==> src/rtl/uctl_pkg.sv <==
package uctl_pkg;

    localparam int CTL_W      = 8;
    localparam int BIT_RXC_IE = 7;
    localparam int BIT_TXC_IE = 6;
    localparam int BIT_DRE_IE = 5;
    localparam int BIT_RX_EN  = 4;
    localparam int BIT_TX_EN  = 3;
    localparam int BIT_SZ_HI  = 2;
    localparam int BIT_RX_B8  = 1;
    localparam int BIT_TX_B8  = 0;

    // stored control bits; received bit 8 is not stored here
    typedef struct packed {
        logic rxc_ie;
        logic txc_ie;
        logic dre_ie;
        logic rx_en;
        logic tx_en;
        logic size_hi;
        logic tx_b8;
    } ctl_t;

    typedef struct packed {
        logic       b8;
        logic [7:0] lo;
    } txword_t;

    typedef struct packed {
        logic       fe;
        logic       dor;
        logic       pe;
        logic       b8;
        logic [7:0] lo;
    } rxent_t;

    function automatic ctl_t ctl_from_bus(logic [CTL_W-1:0] d);
        ctl_t c;
        c.rxc_ie  = d[BIT_RXC_IE];
        c.txc_ie  = d[BIT_TXC_IE];
        c.dre_ie  = d[BIT_DRE_IE];
        c.rx_en   = d[BIT_RX_EN];
        c.tx_en   = d[BIT_TX_EN];
        c.size_hi = d[BIT_SZ_HI];
        c.tx_b8   = d[BIT_TX_B8];
        return c;
    endfunction

    function automatic logic [CTL_W-1:0] ctl_to_bus(ctl_t c, logic rx_b8);
        logic [CTL_W-1:0] d;
        d             = '0;
        d[BIT_RXC_IE] = c.rxc_ie;
        d[BIT_TXC_IE] = c.txc_ie;
        d[BIT_DRE_IE] = c.dre_ie;
        d[BIT_RX_EN]  = c.rx_en;
        d[BIT_TX_EN]  = c.tx_en;
        d[BIT_SZ_HI]  = c.size_hi;
        d[BIT_RX_B8]  = rx_b8;
        d[BIT_TX_B8]  = c.tx_b8;
        return d;
    endfunction

    // size code -> data bits per frame; reserved codes fall back to 8
    function automatic logic [3:0] frame_bits(logic [2:0] code);
        logic [3:0] n;
        case (code)
            3'd0:    n = 4'd5;
            3'd1:    n = 4'd6;
            3'd2:    n = 4'd7;
            3'd3:    n = 4'd8;
            3'd7:    n = 4'd9;
            default: n = 4'd8;
        endcase
        return n;
    endfunction

endpackage

==> src/rtl/uctl_regs.sv <==
module uctl_regs
    import uctl_pkg::*;
(
    input  logic             clk,
    input  logic             rst,
    input  logic             wr_en,
    input  logic [CTL_W-1:0] wr_data,
    input  logic [1:0]       size_lo,
    output ctl_t             ctl,
    output logic [3:0]       data_bits,
    output logic             rx_flush
);
    ctl_t ctl_q;

    always_ff @(posedge clk) begin
        if (rst) begin
            ctl_q <= '0;
        end else if (wr_en) begin
            ctl_q <= ctl_from_bus(wr_data);
        end
    end

    assign ctl       = ctl_q;
    assign data_bits = frame_bits({ctl_q.size_hi, size_lo});
    // the receive buffer is held empty while disabled and in the clearing cycle
    assign rx_flush  = !ctl_q.rx_en || (wr_en && !wr_data[BIT_RX_EN]);

endmodule

==> src/rtl/uctl_tx_stage.sv <==
module uctl_tx_stage
    import uctl_pkg::*;
(
    input  logic       clk,
    input  logic       rst,
    input  logic       tx_en,
    input  logic       tx_b8,
    input  logic       wr,
    input  logic [7:0] wr_byte,
    input  logic       take,
    input  logic       sr_busy,
    output logic       pend_valid,
    output txword_t    pend,
    output logic       own,
    output logic       buf_empty
);
    txword_t hold_q;
    logic    hold_v;
    logic    own_q;
    logic    accept;

    assign accept = wr && tx_en && !hold_v;

    always_ff @(posedge clk) begin
        if (rst) begin
            hold_q <= '0;
            hold_v <= 1'b0;
            own_q  <= 1'b0;
        end else begin
            if (accept) begin
                hold_q <= '{b8: tx_b8, lo: wr_byte};
                hold_v <= 1'b1;
            end else if (take && hold_v && own_q) begin
                hold_v <= 1'b0;
            end
            // deferred shutdown: keep the pin until buffer and shifter drain
            own_q <= tx_en || (own_q && (hold_v || sr_busy));
        end
    end

    assign pend_valid = hold_v && own_q;
    assign pend       = hold_q;
    assign own        = own_q;
    assign buf_empty  = !hold_v;

endmodule

==> src/rtl/uctl_rx_stage.sv <==
module uctl_rx_stage
    import uctl_pkg::*;
#(
    parameter int DEPTH = 2
) (
    input  logic   clk,
    input  logic   rst,
    input  logic   flush,
    input  logic   in_valid,
    input  rxent_t in_ent,
    input  logic   pop,
    output logic   ready,
    output rxent_t head
);
    localparam int PW = (DEPTH > 1) ? $clog2(DEPTH) : 1;
    localparam int CW = $clog2(DEPTH + 1);

    rxent_t          mem [DEPTH];
    logic [PW-1:0]   wp, rp;
    logic [CW-1:0]   cnt;
    logic            empty, full, do_pop, do_push;

    function automatic logic [PW-1:0] step(logic [PW-1:0] p);
        return (p == PW'(DEPTH - 1)) ? '0 : p + 1'b1;
    endfunction

    assign empty   = (cnt == '0);
    assign full    = (cnt == CW'(DEPTH));
    assign do_pop  = pop && !empty && !flush;
    assign do_push = in_valid && !flush && (!full || do_pop);

    always_ff @(posedge clk) begin
        if (do_push) begin
            mem[wp] <= in_ent;
        end
    end

    always_ff @(posedge clk) begin
        if (rst || flush) begin
            wp  <= '0;
            rp  <= '0;
            cnt <= '0;
        end else begin
            if (do_push) wp <= step(wp);
            if (do_pop)  rp <= step(rp);
            case ({do_push, do_pop})
                2'b10:   cnt <= cnt + 1'b1;
                2'b01:   cnt <= cnt - 1'b1;
                default: cnt <= cnt;
            endcase
        end
    end

    assign ready = !empty;
    assign head  = empty ? '0 : mem[rp];

endmodule

==> src/rtl/uctl_irq_gate.sv <==
module uctl_irq_gate
    import uctl_pkg::*;
(
    input  ctl_t ctl,
    input  logic gie,
    input  logic rx_ready,
    input  logic tx_done,
    input  logic dre,
    output logic irq_rx,
    output logic irq_tx,
    output logic irq_dre
);
    assign irq_rx  = gie && ctl.rxc_ie && rx_ready;
    assign irq_tx  = gie && ctl.txc_ie && tx_done;
    assign irq_dre = gie && ctl.dre_ie && dre;
endmodule

==> src/rtl/uart_ctl_gate.sv <==
module uart_ctl_gate
    import uctl_pkg::*;
#(
    parameter int RX_DEPTH = 2
) (
    input  logic       clk,
    input  logic       rst,
    input  logic       ctl_wr,
    input  logic [7:0] ctl_wdata,
    output logic [7:0] ctl_rdata,
    input  logic [1:0] size_lo,
    output logic [3:0] data_bits,
    input  logic       gie,
    input  logic       txd_wr,
    input  logic [7:0] txd_byte,
    output logic       tx_pend_valid,
    output logic [8:0] tx_pend_data,
    input  logic       tx_take,
    input  logic       tx_sr_busy,
    output logic       tx_pin_own,
    input  logic       tx_done,
    input  logic       rx_frame_valid,
    input  logic [8:0] rx_frame_data,
    input  logic       rx_frame_fe,
    input  logic       rx_frame_dor,
    input  logic       rx_frame_pe,
    input  logic       rxd_rd,
    output logic [7:0] rxd_byte,
    output logic       rx_ready,
    output logic       rx_fe,
    output logic       rx_dor,
    output logic       rx_pe,
    output logic       dre_flag,
    output logic       irq_rx,
    output logic       irq_tx,
    output logic       irq_dre
);
    ctl_t    ctl;
    logic    rx_flush;
    txword_t tx_word;
    rxent_t  rx_in, rx_head;

    uctl_regs u_regs (
        .clk       (clk),
        .rst       (rst),
        .wr_en     (ctl_wr),
        .wr_data   (ctl_wdata),
        .size_lo   (size_lo),
        .ctl       (ctl),
        .data_bits (data_bits),
        .rx_flush  (rx_flush)
    );

    uctl_tx_stage u_tx (
        .clk        (clk),
        .rst        (rst),
        .tx_en      (ctl.tx_en),
        .tx_b8      (ctl.tx_b8),
        .wr         (txd_wr),
        .wr_byte    (txd_byte),
        .take       (tx_take),
        .sr_busy    (tx_sr_busy),
        .pend_valid (tx_pend_valid),
        .pend       (tx_word),
        .own        (tx_pin_own),
        .buf_empty  (dre_flag)
    );

    assign tx_pend_data = {tx_word.b8, tx_word.lo};

    assign rx_in = '{fe: rx_frame_fe, dor: rx_frame_dor, pe: rx_frame_pe,
                     b8: rx_frame_data[8], lo: rx_frame_data[7:0]};

    uctl_rx_stage #(.DEPTH(RX_DEPTH)) u_rx (
        .clk      (clk),
        .rst      (rst),
        .flush    (rx_flush),
        .in_valid (rx_frame_valid),
        .in_ent   (rx_in),
        .pop      (rxd_rd),
        .ready    (rx_ready),
        .head     (rx_head)
    );

    assign rxd_byte  = rx_head.lo;
    assign rx_fe     = rx_head.fe;
    assign rx_dor    = rx_head.dor;
    assign rx_pe     = rx_head.pe;
    assign ctl_rdata = ctl_to_bus(ctl, rx_head.b8);

    uctl_irq_gate u_irq (
        .ctl      (ctl),
        .gie      (gie),
        .rx_ready (rx_ready),
        .tx_done  (tx_done),
        .dre      (dre_flag),
        .irq_rx   (irq_rx),
        .irq_tx   (irq_tx),
        .irq_dre  (irq_dre)
    );

endmodule

==> config.mk <==
export PLATFORM = sky130hd
export DESIGN_NAME = uart_ctl_gate
export DESIGN_NICKNAME = d
export VERILOG_FILES = /design/src/rtl/uctl_pkg.sv /design/src/rtl/uctl_regs.sv /design/src/rtl/uctl_tx_stage.sv /design/src/rtl/uctl_rx_stage.sv /design/src/rtl/uctl_irq_gate.sv /design/src/rtl/uart_ctl_gate.sv
export SDC_FILE = /design/constraint.sdc
export NUM_CORES = 1
export LEC_CHECK = 0
export BUFFER_PORTS_ARGS = -buffer_cell sky130_fd_sc_hd__buf_4
export CORE_MARGIN = 3
export CORE_UTILIZATION = 47
export CTS_BUF_LIST = sky130_fd_sc_hd__clkbuf_16
export DETAILED_ROUTE_END_ITERATION = 7
export PLACE_DENSITY = 0.79
export SLEW_MARGIN = 20
export SYNTH_ARGS = -nofsm -noshare
export SYNTH_HDL_FRONTEND = slang
export SYNTH_SLANG_ARGS = --single-unit
==> constraint.sdc <==
create_clock -name clk -period 1.8 [get_ports clk]
set_input_delay 0.27 -clock clk [delete_from_list [all_inputs] [get_ports clk]]
set_output_delay 0.27 -clock clk [all_outputs]
set_load 0.03 [all_outputs]
Word level (Yosys, flattened, before mapping)
Memory sizes are Yosys's and may differ from the RTL's. A register that Yosys moved wholly into a read port is not among the register bits. Cells that the tools add are included.

Register bits after elaboration: 22. Word-level logic and storage cells: 68. Output and inout bits: 39. Bits in writable memories: 24. Bits of input ports: 40. Memories: 1.

Memories: u_rx.mem (depth 2, bits a word 12, rd ports 1, clocked after memory_dff 1, write ports 1, line uctl_rx_stage.sv:18) `rxent_t mem [DEPTH];`.

Equality and inequality tests: 6. Reductions and logical operators: 32. Add/sub/neg operators: 4. Mux-type cells: 11.

Operators by type and width (number): logical AND 1 bit (17); one-hot mux 4 bit (4 select lines) (1); 2-to-1 mux 12 bit (1); 2-to-1 mux 1 bit (8); zero test 1 bit (6); logical OR 1 bit (5); == test 2 bit (second input constant) (2); one-hot mux 2 bit (2 select lines) (1); nonzero test 2 bit (2); == test 3 x 1 -> 1 bit (second input constant) (1); == test 3 x 2 -> 1 bit (second input constant) (1); == test 3 bit (second input constant) (1); zero test 3 bit (1); adder 1 bit (second input constant) (2); adder 2 x 1 -> 2 bit (second input constant) (1); == test 2 x 1 -> 1 bit (second input constant) (1); zero test 2 bit (1); subtractor 2 x 1 -> 2 bit (second input constant) (1).

Depth between registers and ports, before layout
Depth after elaboration: 9. Depth in mapped cells: 8. Mapped depth without buffers: 7.

Cells and area by module
Synthesis repeated with hierarchy kept, for this count alone.

Cells, all modules: 162. Area, all modules: 1946.9 um^2.

By module, submodules not included: uctl_rx_stage (sequential area each 820.8 um^2, area an instance 1149.9 um^2, times used 1, cells each 80); uctl_tx_stage (sequential area each 220.2 um^2, area an instance 488.0 um^2, times used 1, cells each 49); uctl_regs (sequential area each 140.1 um^2, area an instance 290.3 um^2, times used 1, cells each 30); uctl_irq_gate (sequential area each 0.0 um^2, area an instance 18.8 um^2, times used 1, cells each 3).

Worst setup path before layout
Ideal clock, no wire load.

Path type: reg2reg. From: reg u_regs.ctl_q (netlist bit u_regs.ctl[3]). To: mem u_rx.mem[0][0] in the netlist's numbering, enable pin. Period minus slack after synthesis: 1684 ps. Path slack: 116 ps. Required time: 1420 ps. Stages on the path, launching flop included: 3. Data arrival time: 1303 ps. Buffers on the path: 0. Library setup time: 380 ps. Path through: dfxtp_1 > nand4_1 > nor2_1.

Word-level cells in the longest chain between the ends: 8. Elaborated cells between the ends (all ways): 9. Those cells by class: mux (2); reduce/logical (7).

RTL lines: from (decl) (line uctl_regs.sv:13) `ctl_t ctl_q;`; from (signal assigned) (line uctl_regs.sv:19) `ctl_q <= ctl_from_bus(wr_data);`; zero test 1 bit * (line uctl_regs.sv:26) `assign rx_flush = !ctl_q.rx_en || (wr_en && !wr_data[BIT_RX_EN]);`; logical OR 1 bit * (line uctl_regs.sv:26); zero test 1 bit * (line uctl_rx_stage.sv:29, uctl_rx_stage.sv:30); logical AND 1 bit (line uctl_rx_stage.sv:29) `assign do_pop = pop && !empty && !flush;`; logical OR 1 bit (line uctl_rx_stage.sv:30) `assign do_push = in_valid && !flush && (!full || do_pop);`; logical AND 1 bit * (line uctl_rx_stage.sv:30); 2-to-1 mux 1 bit * (line uctl_rx_stage.sv:33) `if (do_push) begin`; 2-to-1 mux 1 bit (not written as such) * (line uctl_rx_stage.sv:34) `mem[wp] <= in_ent;`; to (decl) (line uctl_rx_stage.sv:18).

Mark *: on every way between the ends. The rest lies on a longest branch, timed or not.

Worst setup path after layout
From: reg u_rx.cnt[0]. To: reg u_rx.cnt[1].

Word-level cells in the longest chain between the ends: 8. Elaborated cells between the ends (all ways): 14. Those cells by class: add/sub (2); eq/ne (3); mux (1); reduce/logical (8).

RTL lines: from (decl) (line uctl_rx_stage.sv:20) `logic [CW-1:0] cnt;`; from (signal assigned) (line uctl_rx_stage.sv:47) `2'b10: cnt <= cnt + 1'b1;`; from (signal assigned) (line uctl_rx_stage.sv:48) `2'b01: cnt <= cnt - 1'b1;`; from (signal assigned) (line uctl_rx_stage.sv:49) `default: cnt <= cnt;`; zero test 2 bit (line uctl_rx_stage.sv:27) `assign empty = (cnt == '0);`; zero test 1 bit (line uctl_rx_stage.sv:29); logical AND 1 bit (2 in series) (line uctl_rx_stage.sv:29); logical OR 1 bit (line uctl_rx_stage.sv:30); logical AND 1 bit (line uctl_rx_stage.sv:30); == test 2 x 1 -> 1 bit or == test 2 bit (tied branches) (line uctl_rx_stage.sv:46) `case ({do_push, do_pop})`; one-hot mux 2 bit (2 select lines) or nonzero test 2 bit (tied branches).

Several ways; a longest one is shown, not always the timed one. A chain may end at the register's enable or synchronous reset.

==> flow_metrics.tcl <==
set metrics [dict create \
    p_leak_uw 0.00120 \
    multiInputGateArea_sq_um 616 \
    dr.pass1.iters 4 \
    drv_slew 0 \
    r2r-end "u_rx.cnt[1]" \
    clockRootBuffer "clkbuf_16" \
    max_cap_viol_count 0 \
    p_int_uw 1770 \
    yosysWarnings 0 \
    power.density_mw_per_mm2 840 \
    grt-ovfl-total 0 \
    power_switching_uw 474 \
    fill_cells 284 \
    register_area_sq_mm 0.00118 \
    reg2reg_from "u_rx.cnt[0]" \
    crit_path_start "u_rx.cnt[0]" \
    skew_ps 5.11 \
    clockBufferDepth 2 \
    cts_tree "yes" \
    grt_antenna_before_repair 0 \
    grt_pass1_vias 1328 \
    status "finished clean" \
    fp-row-count 22 \
    cp_max_fo 3 \
    start_util_pct 49.5 \
    antenna_cells 0 \
    maxSlewHeadroom_pct 59.3 \
    hpwl_um 2710 \
    hold_depth 1 \
    nets 281 \
    layout-drive-gt1-share_pct 40.2 \
    hp-class "in2reg" \
    fmax_mhz 576 \
    fp.dieW_um 68.8 \
    syn-num-nets 195 \
    required_ps 2010 \
    die_height_um 68.8 \
    grt_usage_pct 15.9 \
    syn_inst 154 \
    area_growth_pct 43.8 \
    layout_setup_ws_ps 63.6 \
    synth_area_sq_mm 0.00185 \
    ir_drop_mv 0.488 \
    finalCriticalPeriod_ps 1740 \
    final_cell_area_sq_mm 0.00267 \
    cts.htree.levels 2 \
    worstSetupPathType "reg2reg" \
    crit_end "u_rx.cnt[1]" \
    io_buffers 77 \
    ctsHoldBuffers 0 \
    power_frac_comb_pct 10.8 \
    cts.sinks 47 \
    wirelength_um 3680 \
    endpoint_kind "flop" \
    ant_nets 0 \
    gp_congestion 0.812 \
    grt_start_max_net_pins 20 \
    avgSynthCellArea_sq_um 12.0 \
    grt_pass1_wl_um 5440 \
    power_uw 2240 \
    clkPwrFrac_pct 37.2 \
    die_area_sq_mm 0.00473 \
    wl_per_cell_um 12.7 \
    setup-violations-final 0 \
    ys_seq_area_share_pct 63.7 \
    rrSetupSlack_ps 60 \
    worst_slew_pin_slew_ps 610 \
    ys_ff_latch 47 \
    synth_cell_types 25 \
    path_clk_slew_ps 60 \
    dr.first_iter.drc_count 15 \
    cts_buffers 5 \
    vias 1407 \
    hold_viol 0 \
    post-route-util_pct 71.2 \
    pwr-share-seq_pct 52.0 \
    fin_crit_sh_pct 96.5 \
    dpl-instance-area_sq_mm 0.00252 \
    drc 0 \
    critPathLaunchType "flop" \
    num_io_pins 79 \
    core_area_sq_mm 0.00374 \
    place_worst_setup_slack_ps -61.4 \
    setup_tns_ps 0 \
    worstRegToRegCells 6 \
    critPathArrivalTime_ps 1940 \
    routed_via_density 4.87 \
    clock_latency_ps 280 \
    switching_share_pct 21.1 \
]
cells in the final DEF, fill, tap and decap left out, drive strengths merged:
master	synthesis	routed
a21o	1	1
a21oi	5	5
and2	1	1
and3	3	3
buf	6	87
clkbuf	2	5
clkinv	0	2
dfxtp	23	23
edfxtp	24	24
ha	1	1
inv	5	6
mux2i	28	28
nand2	3	3
nand2b	1	1
nand3	2	2
nand3b	2	2
nand4	1	1
nor2	36	36
o21ai	4	4
or3	1	1
or3b	1	1
xnor2	2	2
xor2	2	2
worst max-delay path: stages, from the launching register on:
cell	delay, ps
dfxtp_1	310
or3b_4	390
nand4_1	110
buf_4	120
ha_1	250
or3_1	350
a21oi_1	140
power by group through the flow:
stage                     Combinational (uW)  Sequential, uW  Clock [uW]
after floorplan                         93.1            1210           0
final                                    242            1160         834
after detailed placement                 242            1190           0
after global routing                     259            1170         900
after CTS                                243            1160         857
after global placement                   238            1190           0
area by class of cell:
class                      count  area share (%)
clock buffer                   5            4.69
clock inverter                 3           0.422
inverter                       5           0.704
multi-input combinational     94            23.1
sequential                    47            44.3
tap                           48            2.25
timing repair buffer          87            24.5
per-stage QoR:
stage          hold slack [ps]  instances
6_report                   172        289
5_1_grt                    165        289
4_1_cts                    167        288
3_5_place_dp               459        280
3_3_place_gp               455        280
2_1_floorplan              369        154
worst min path at each step:
stage	from	endpoint	slack, ps
after floorplan	rx_frame_data[0]	u_rx.mem[0][0]	370
after global placement	rx_frame_data[4]	u_rx.mem[0][4]	460
after detailed placement	rx_frame_fe	u_rx.mem[0][11]	460
after CTS	rx_frame_fe	u_rx.mem[1][11]	170
after global routing	rx_frame_data[0]	u_rx.mem[1][0]	170
final	rx_frame_data[1]	u_rx.mem[0][1]	170
state kept, by name, summed over array words and instances, names as in the netlist, named ones only:
register,cells
u_rx.rp,1
u_tx.hold_v,1
u_rx.mem,24
u_tx.own,1
u_regs.ctl,7
u_tx.pend,9
u_rx.cnt,2
u_rx.wp,1
timing repair:
action,4_1_cts,5_1_grt
buffers inserted,0,1
pin swaps,1,0
resized for setup,3,1
setup endpoints to repair,24,1
synthesized netlist by cell type:
master	number	area, sq um
nand2b_1	1	6.26
xnor2_1	2	17.5
buf_1	1	3.75
a21oi_1	4	20.0
nor2_1	36	135
and2_1	1	6.26
nand3b_1	2	15.0
nand3_1	2	10.0
buf_2	2	10.0
or3_1	1	6.26
a21oi_2	1	8.76
mux2i_1	28	280
inv_1	5	18.8
a21o_1	1	7.51
nand2_1	3	11.3
nand4_1	1	6.26
xor2_1	2	17.5
dfxtp_1	23	460
buf_4	3	22.5
edfxtp_1	24	721
and3_1	3	18.8
clkbuf_1	2	7.51
o21ai_0	4	20.0
or3b_4	1	11.3
ha_1	1	12.5
per-layer routing:
| layer | part of all wire (%) | GRT usage (%) |
|---|---|---|
| met5 | 0 | 0 |
| met4 | 1.6 | 7.79 |
| met3 | 11 | 6.48 |
| met2 | 48 | 28.2 |
| met1 | 40 | 15.8 |
cells by family after synthesis:
kind of cell	count (synthesis)	share of synthesized area, %
AO/OA/AOI/OAI	10	3.04
buffers and inverters	13	3.37
adder cells (fa/ha/maj)	1	0.675
AND/OR/NAND/NOR	51	12.2
XOR/XNOR	4	1.89
flip-flops	47	63.7
multiplexers	28	15.1
(Power assumes the default switching activity.)
